**config.mk**
```make
export PLATFORM = sky130hd
export DESIGN_NAME = phy_irq_bank
export DESIGN_NICKNAME = d
export VERILOG_FILES = /design/src/rtl/phy_irq_pkg.sv /design/src/rtl/irq_ctrl_regs.sv /design/src/rtl/irq_clear_seq.sv /design/src/rtl/irq_status_bits.sv /design/src/rtl/phy_irq_bank.sv
export SDC_FILE = /design/constraint.sdc
export NUM_CORES = 1
export LEC_CHECK = 0
export CAP_MARGIN = 20
export CELL_PAD_IN_SITES_DETAIL_PLACEMENT = 2
export CELL_PAD_IN_SITES_GLOBAL_PLACEMENT = 2
export CORE_ASPECT_RATIO = 1.1
export CORE_UTILIZATION = 23
export CTS_BUF_LIST = sky130_fd_sc_hd__clkbuf_16
export CTS_CLUSTER_DIAMETER = 30
export DETAILED_ROUTE_END_ITERATION = 10
export GPL_TIMING_DRIVEN = 0
export PLACE_DENSITY = 0.87
export SYNTH_ARGS = -nofsm -noshare
export SYNTH_HDL_FRONTEND = slang
export SYNTH_SLANG_ARGS = --single-unit
```
**constraint.sdc**
```tcl
create_clock -name clk -period 4.8 [get_ports clk]
set_clock_uncertainty 0.2 [all_clocks]
set_input_delay 0.72 -clock clk [delete_from_list [all_inputs] [get_ports clk]]
set_output_delay 0.72 -clock clk [all_outputs]
set_load 0.05 [all_outputs]
```
**src/rtl/phy_irq_pkg.sv**
```systemverilog
// Package: shared constants and the register-select type for the
// decode-error interrupt bank. Assumes a 12-bit byte address space.
package phy_irq_pkg;

    localparam int ADDR_W = 12;

    // Register byte offsets (software-visible map)
    localparam logic [ADDR_W-1:0] OFS_CMD  = 12'h0AC;
    localparam logic [ADDR_W-1:0] OFS_CLR  = 12'h0B0;
    localparam logic [ADDR_W-1:0] OFS_MASK = 12'h0B4;
    localparam logic [ADDR_W-1:0] OFS_STAT = 12'h0B8;

    // Bit positions with fixed meaning
    localparam int BIT_GCLR     = 0;
    localparam int BIT_CODE_ERR = 7;
    localparam int BIT_DISP_ERR = 6;

    typedef enum logic [2:0] {
        SEL_NONE,
        SEL_CMD,
        SEL_CLR,
        SEL_MASK,
        SEL_STAT
    } reg_sel_e;

    // Map a byte address onto a register select
    function automatic reg_sel_e decode_addr(input logic [ADDR_W-1:0] a);
        reg_sel_e s;
        case (a)
            OFS_CMD:  s = SEL_CMD;
            OFS_CLR:  s = SEL_CLR;
            OFS_MASK: s = SEL_MASK;
            OFS_STAT: s = SEL_STAT;
            default:  s = SEL_NONE;
        endcase
        return s;
    endfunction

endpackage

```
**src/rtl/irq_ctrl_regs.sv**
```systemverilog
// Module: irq_ctrl_regs
// Holds the software-written control registers: global-clear command,
// clear-select and mask. Also flags the write that takes the command
// bit from 0 to 1, which is what starts the delayed clear.
// Assumes: wr_data is already cut down to the implemented field width.
module irq_ctrl_regs
    import phy_irq_pkg::*;
#(
    parameter int STAT_W = 8
) (
    input  logic              clk,
    input  logic              rst_n,
    input  logic              wr_en,
    input  reg_sel_e          wr_sel,
    input  logic [STAT_W-1:0] wr_data,
    output logic              cmd_q,
    output logic [STAT_W-1:0] clr_sel_q,
    output logic [STAT_W-1:0] mask_q,
    output logic              cmd_set_wr
);

    logic wr_cmd;
    logic wr_clr;
    logic wr_mask;

    // Per-register write enables
    always_comb begin
        wr_cmd  = wr_en && (wr_sel == SEL_CMD);
        wr_clr  = wr_en && (wr_sel == SEL_CLR);
        wr_mask = wr_en && (wr_sel == SEL_MASK);
    end

    // Start condition: command bit written to 1 while it was 0
    always_comb begin
        cmd_set_wr = wr_cmd && wr_data[BIT_GCLR] && !cmd_q;
    end

    // Command register: one implemented bit
    always_ff @(posedge clk) begin
        if (!rst_n) begin
            cmd_q <= 1'b0;
        end else if (wr_cmd) begin
            cmd_q <= wr_data[BIT_GCLR];
        end
    end

    // Clear-select register
    always_ff @(posedge clk) begin
        if (!rst_n) begin
            clr_sel_q <= '0;
        end else if (wr_clr) begin
            clr_sel_q <= wr_data;
        end
    end

    // Mask register
    always_ff @(posedge clk) begin
        if (!rst_n) begin
            mask_q <= '0;
        end else if (wr_mask) begin
            mask_q <= wr_data;
        end
    end

    // command holds its value unless written
    assert_cmd_hold_R9: assert property (@(posedge clk) disable iff (!rst_n)
        !wr_cmd |=> $stable(cmd_q));

    // clear-select holds its value unless written
    assert_clr_hold_R9: assert property (@(posedge clk) disable iff (!rst_n)
        !wr_clr |=> $stable(clr_sel_q));

endmodule

```
**src/rtl/irq_clear_seq.sv**
```systemverilog
// Module: irq_clear_seq
// Times the delayed clear. A start write loads a down-counter. The
// clear fires for one cycle when the count has run out, provided the
// command bit is still set. Dropping the command disarms the counter.
// Assumes: CLR_DELAY >= 1. cmd_set_wr is only high when cmd_q is low.
module irq_clear_seq #(
    parameter int CLR_DELAY = 4
) (
    input  logic clk,
    input  logic rst_n,
    input  logic cmd_set_wr,
    input  logic cmd_q,
    output logic clr_fire
);

    localparam int CNT_W = (CLR_DELAY > 1) ? $clog2(CLR_DELAY) : 1;
    localparam logic [CNT_W-1:0] CNT_LOAD = CNT_W'(CLR_DELAY - 1);

    logic             armed_q;
    logic [CNT_W-1:0] cnt_q;

    // One-cycle clear strobe at the end of the countdown
    always_comb begin
        clr_fire = armed_q && cmd_q && (cnt_q == '0);
    end

    // Countdown: load on start, cancel on command drop, stop on fire
    always_ff @(posedge clk) begin
        if (!rst_n) begin
            armed_q <= 1'b0;
            cnt_q   <= '0;
        end else if (cmd_set_wr) begin
            armed_q <= 1'b1;
            cnt_q   <= CNT_LOAD;
        end else if (!cmd_q) begin
            armed_q <= 1'b0;
        end else if (armed_q) begin
            if (cnt_q == '0) begin
                armed_q <= 1'b0;
            end else begin
                cnt_q <= cnt_q - 1'b1;
            end
        end
    end

    // no clear unless the command bit is set
    assert_fire_needs_cmd_R7: assert property (@(posedge clk) disable iff (!rst_n)
        clr_fire |-> cmd_q);

    // the clear strobe lasts exactly one cycle
    assert_fire_oneshot_R6: assert property (@(posedge clk) disable iff (!rst_n)
        clr_fire |=> !clr_fire);

    // a cancelled countdown never fires afterwards
    assert_cancel_R7: assert property (@(posedge clk) disable iff (!rst_n)
        (!cmd_q && !cmd_set_wr) |=> !clr_fire);

endmodule

```
**src/rtl/irq_status_bits.sv**
```systemverilog
// Module: irq_status_bits
// Sticky status bits and the registered interrupt line. Each bit is set
// by its event pulse and removed by the clear strobe when selected. An
// event beats a clear that lands in the same cycle.
// Assumes: clr_fire is a single-cycle strobe.
module irq_status_bits #(
    parameter int STAT_W = 8
) (
    input  logic              clk,
    input  logic              rst_n,
    input  logic [STAT_W-1:0] evt,
    input  logic              clr_fire,
    input  logic [STAT_W-1:0] clr_sel,
    input  logic [STAT_W-1:0] mask,
    output logic [STAT_W-1:0] stat_q,
    output logic              irq_q
);

    genvar gi;
    generate
        for (gi = 0; gi < STAT_W; gi++) begin : g_bit
            logic kill;

            // Clear applies to this bit when strobed and selected
            always_comb begin
                kill = clr_fire && clr_sel[gi];
            end

            // Sticky bit: event has priority over clear
            always_ff @(posedge clk) begin
                if (!rst_n) begin
                    stat_q[gi] <= 1'b0;
                end else if (evt[gi]) begin
                    stat_q[gi] <= 1'b1;
                end else if (kill) begin
                    stat_q[gi] <= 1'b0;
                end
            end
        end
    endgenerate

    // Registered interrupt from masked status
    always_ff @(posedge clk) begin
        if (!rst_n) begin
            irq_q <= 1'b0;
        end else begin
            irq_q <= |(stat_q & mask);
        end
    end

    // every event bit is visible in status one cycle later
    assert_evt_sets_R2: assert property (@(posedge clk) disable iff (!rst_n)
        (evt != '0) |=> ((stat_q & $past(evt)) == $past(evt)));

    // with no event and no clear, status does not move
    assert_status_hold_R2: assert property (@(posedge clk) disable iff (!rst_n)
        (evt == '0 && !clr_fire) |=> $stable(stat_q));

    // selected bits without a competing event are gone after a clear
    assert_clear_R6: assert property (@(posedge clk) disable iff (!rst_n)
        clr_fire |=> ((stat_q & $past(clr_sel & ~evt)) == '0));

    // unselected bits survive a clear
    assert_clear_keeps_R6: assert property (@(posedge clk) disable iff (!rst_n)
        clr_fire |=> ((stat_q & $past(~clr_sel)) == ($past(stat_q) & $past(~clr_sel))));

    // an event coinciding with the clear keeps its bit set
    assert_evt_wins_R8: assert property (@(posedge clk) disable iff (!rst_n)
        (clr_fire && ((evt & clr_sel) != '0)) |=> ((stat_q & $past(evt & clr_sel)) != '0));

    // the interrupt only rises after a masked status bit was present
    assert_irq_src_R4: assert property (@(posedge clk) disable iff (!rst_n)
        $rose(irq_q) |-> ($past(stat_q & mask) != '0));

    // a zero mask keeps the interrupt low one cycle later
    assert_mask_off_R5: assert property (@(posedge clk) disable iff (!rst_n)
        (mask == '0) |=> !irq_q);

endmodule

```
**src/rtl/phy_irq_bank.sv**
```systemverilog
// Module: phy_irq_bank (top)
// Interrupt register bank for the receive decoder of a serial gigabit
// PHY. Decodes the register port, holds the control registers, times
// the delayed clear, keeps the sticky status and drives the interrupt.
// Assumes: STAT_W < DATA_W. The read path is combinational from reg_addr.
module phy_irq_bank
    import phy_irq_pkg::*;
#(
    parameter int DATA_W    = 32,
    parameter int STAT_W    = 8,
    parameter int CLR_DELAY = 4
) (
    input  logic              clk,
    input  logic              rst_n,
    input  logic              reg_wr,
    input  logic [ADDR_W-1:0] reg_addr,
    input  logic [DATA_W-1:0] reg_wdata,
    output logic [DATA_W-1:0] reg_rdata,
    input  logic [STAT_W-1:0] evt_pulse,
    output logic              irq_out
);

    reg_sel_e          sel;
    logic              cmd_q;
    logic [STAT_W-1:0] clr_sel_q;
    logic [STAT_W-1:0] mask_q;
    logic              cmd_set_wr;
    logic              clr_fire;
    logic [STAT_W-1:0] stat_q;
    logic              irq_q;
    logic              wdata_unused;

    // Address decode shared by the read and write paths
    always_comb begin
        sel = decode_addr(reg_addr);
    end

    // Upper write-data bits carry nothing
    always_comb begin
        wdata_unused = ^reg_wdata[DATA_W-1:STAT_W];
    end

    irq_ctrl_regs #(
        .STAT_W (STAT_W)
    ) u_regs (
        .clk        (clk),
        .rst_n      (rst_n),
        .wr_en      (reg_wr),
        .wr_sel     (sel),
        .wr_data    (reg_wdata[STAT_W-1:0]),
        .cmd_q      (cmd_q),
        .clr_sel_q  (clr_sel_q),
        .mask_q     (mask_q),
        .cmd_set_wr (cmd_set_wr)
    );

    irq_clear_seq #(
        .CLR_DELAY (CLR_DELAY)
    ) u_seq (
        .clk        (clk),
        .rst_n      (rst_n),
        .cmd_set_wr (cmd_set_wr),
        .cmd_q      (cmd_q),
        .clr_fire   (clr_fire)
    );

    irq_status_bits #(
        .STAT_W (STAT_W)
    ) u_stat (
        .clk      (clk),
        .rst_n    (rst_n),
        .evt      (evt_pulse),
        .clr_fire (clr_fire),
        .clr_sel  (clr_sel_q),
        .mask     (mask_q),
        .stat_q   (stat_q),
        .irq_q    (irq_q)
    );

    // Read mux: implemented field in the low bits, zeros above
    always_comb begin
        reg_rdata = '0;
        case (sel)
            SEL_CMD:  reg_rdata[BIT_GCLR]   = cmd_q;
            SEL_CLR:  reg_rdata[STAT_W-1:0] = clr_sel_q;
            SEL_MASK: reg_rdata[STAT_W-1:0] = mask_q;
            SEL_STAT: reg_rdata[STAT_W-1:0] = stat_q;
            default:  reg_rdata = '0;
        endcase
    end

    // Interrupt output
    always_comb begin
        irq_out = irq_q;
    end

    // bits above the implemented field always read zero
    assert_unused_zero_R3: assert property (@(posedge clk) disable iff (!rst_n)
        reg_rdata[DATA_W-1:STAT_W] == '0);

    // an unmapped address reads zero
    assert_unmapped_zero_R3: assert property (@(posedge clk) disable iff (!rst_n)
        (sel == SEL_NONE) |-> (reg_rdata == '0));

    // right after reset the interrupt is low
    assert_reset_irq_R1: assert property (@(posedge clk)
        !rst_n |=> !irq_out);

endmodule

```
==> summary.md <==
| Metric | Value |
|---|---|
| Remaining antenna violation count | `0` |
| Period Utilization, post-route | `83.0%` |
| Clock network fraction of total power | `52.7%` |
| Sum Neg Setup Slack | `0 ns` |
| Synth Area in XOR/XNOR | `0.527%` |
| Status | `completed` |
| Startpoint types | `input pin` |
| Final min period | `3.98 ns` |
| CTS buffer count | `5` |
| Seq cells post-synth | `29` |
| Post-CTS setup repair buffer count | `0` |
| H-tree depth | `2` |
| CTS tree | `yes` |
| Slew Viols, Final | `0` |
| I/O pin count | `88` |
| Placed Cells | `333` |
| Clock sink count | `29` |
| Initial drt markers | `41` |
| NetSw | `0.188 mW` |
| RSZ-0062 raised after global routing | `false` |
| Core Util, Final | `34.6%` |
| Yosys warning count | `0` |
| Final net count | `311` |
| WP data required | `3.88 ns` |
| Pwr/cell area | `320 nW/um2` |
| Adder-cell share of the synthesized area | `0.752%` |
| Placer Congestion | `0.727` |
| Ant. Diodes | `0` |
| Port-buffer cells | `38` |
| Seq pwr share | `32.2%` |
| Gate power share | `15.2%` |
| CP Class | `input pin to output port` |
| Fmax | `0.251 GHz` |
| Sw Share | `24.2%` |
| CTS root buf | `clkbuf_16` |
| Hold WC Path Type | `flip-flop to flip-flop` |
| Post-Synth Simple-Gate Area | `23.2%` |
| WP data arrival | `3.06 ns` |
| Post-synthesis mux area share | `15.8%` |
| Max_slew headroom | `62.4%` |
| Placed Area | `2240 um2` |
| Compound-Gate Fraction of Synth Area | `9.93%` |
| Largest family of logic cells by synthesized area | `simple AND/OR/NAND/NOR gates` |
| Synth Area per Inst | `8.89 um2` |
| Syn Std Cell Area | `1660 um2` |
| Die Y | `91.2 um` |
| Largest net degree at the start of global routing | `11` |
| Post-CTS sizing | `0` |
| Int Power | `0.589 mW` |
| Crit Path Max Fanout | `7` |
| Tot GR Track Use | `14.9%` |
| Clock latency at the later pin of the worst-skew pair | `0.28 ns` |
| Hold buffers post-CTS | `0` |
| # DRC | `0` |
| Area of the core | `7010 um2` |
| Vias in the first global route | `1674` |
| Area grow syn2layout | `45.9%` |
| Number of vias per cell | `4.60` |
| Worst slew pin tran | `0.564 ns` |
| Placed wire-length estimate | `3690 um` |
| Crit. End Element | `output port` |
| Count of non-filler cells in the finished layout | `341` |
| Initial antenna violation count | `0` |
| Hold Slack | `0.283 ns` |
| Max IR drop VDD | `118 uV` |
| DIE WIDTH | `83.1 um` |
| Final hold vios | `0` |
| P_leak | `1.11 nW` |
| Synth Instances | `187` |
| Post-Route WL | `5290 um` |
| Global route overflow | `0` |
| WL per Instance | `15.5 um` |
| Initial Utilization | `23.7%` |
| Site Rows | `32` |
| Die area | `7570 um2` |
| Layout cell share with drive strength beyond 1 | `17.6%` |
| Clock Path Buffers | `2` |
| Vias | `1570` |
| Max cap viols | `0` |
| First-pass GRT wire length | `8600 um` |
| Final instance area | `2430 um2` |
| Final Setup Violations | `0` |
| First-pass iteration count of the detailed router | `4` |
| Register area share after synthesis | `34.9%` |
| Synth cell types | `30` |
| Clock transition at path regs | `0.05 ns` |
layout make-up:
class                           count  area, um2
Fill cell                         783       4580
Multi-Input combinational cell    143        925
Sequential cell                    29        581
Timing Repair Buffer               38        380
Buffer                             35        233
Clock buffer                        5        125
Tap cell                           85        106
Clock inverter                      3       65.1
Inverter                            3       11.3
through the flow:
stage,setup slack (ns),power (mW)
6_report,0.818,0.778
2_1_floorplan,1.84,0.336
5_1_grt,0.715,0.801
4_1_cts,0.785,0.786
3_3_place_gp,0.818,0.370
3_5_place_dp,0.805,0.372
critical path, stage by stage:
cell and delay (ns):
clkdlybuf4s50_1 0.45, nor4bb_1 0.32, buf_4 0.23, nand4_2 0.29, nor2_1 0.23, clkdlybuf4s50_1 0.82
final timing paths:
check,slack [ns],startpoint,cells past startpoint,end
worst max-delay path,0.82,reg_addr[7],6,reg_rdata[3]
worst min-delay path,0.28,u_regs.clr_sel_q[4],2,u_regs.clr_sel_q[4]
worst min register to register,0.28,u_regs.clr_sel_q[4],2,u_regs.clr_sel_q[4]
worst max register to register,3.06,u_seq.cnt_q[0],6,u_seq.cnt_q[1]
per-layer routing:
layer,vias to the layer above,wire length (um),global-route usage (%),share of wire [%]
li1,744,-,-,-
met1,767,2220,16.8,42
met2,53,2710,27.3,51
met3,6,289,3.36,5.5
met4,0,75,5.17,1.4
met5,-,0,0,0
kinds of logic after synthesis:
| group | after synthesis |
|---|---|
| xor gates and xnor gates | 1 |
| buffers and inverters | 38 |
| adders and majority gates | 1 |
| muxes | 26 |
| other | 1 |
| AOI/OAI and AO/OA | 25 |
| and+or+nand+nor | 66 |
| DFF | 29 |
registers in the layout, summed over array words and instances (netlist names):
name	flops
u_regs.mask_q	8
u_stat.stat_q	8
u_regs.cmd_q	1
u_seq.cnt_q	2
u_stat.irq_q	1
u_seq.armed_q	1
u_regs.clr_sel_q	8
cell usage after synthesis, drive strengths merged:
| cell type | n | area share [%] |
|---|---|---|
| buf | 29 | 13 |
| dfxtp | 29 | 35 |
| nand2 | 25 | 5.6 |
| mux2i | 24 | 14 |
| nor2 | 16 | 3.8 |
| nand4 | 13 | 7.1 |
| a21oi | 12 | 3.6 |
| a2bb2oi | 7 | 3.7 |
| clkbuf | 6 | 1.4 |
| a22oi | 4 | 1.8 |
| inv | 3 | 0.68 |
| and3b | 2 | 1.1 |
| and4b | 2 | 1.2 |
| mux2 | 2 | 1.4 |
| nand3b | 2 | 0.90 |
| a41oi | 1 | 0.53 |
| and4bb | 1 | 0.75 |
| conb | 1 | 0.23 |
| ha | 1 | 0.75 |
| nand3 | 1 | 0.30 |
| nor2b | 1 | 0.38 |
| nor3 | 1 | 0.98 |
| nor4b | 1 | 0.53 |
| nor4bb | 1 | 0.60 |
| o21ai | 1 | 0.30 |
| xnor2 | 1 | 0.53 |
power groups by stage:
stage	Sequential (mW)	Clock, mW	Combinational, mW
after floorplan	0.253	0	0.0824
after global routing	0.250	0.425	0.125
after detailed placement	0.255	0	0.117
final	0.250	0.410	0.118
after global placement	0.254	0	0.116
after CTS	0.250	0.418	0.118
cells in the final DEF (no fill, tap or decap), types with 2 or more instances in the layout:
cell type / count
inv_1: 3
mux2_2: 2
and4b_1: 2
conb_1: 24
buf_2: 3
nand2_1: 25
and3b_1: 2
clkbuf_1: 6
a2bb2oi_1: 7
clkdlybuf4s50_1: 38
nand4_4: 2
buf_4: 26
nand4_1: 10
a22oi_1: 4
clkbuf_16: 5
a21oi_1: 12
nand3b_1: 2
dfxtp_1: 29
mux2i_1: 24
nor2_1: 15
bufinv_16: 2
No activity file was read; power rests on OpenSTA's default activity.
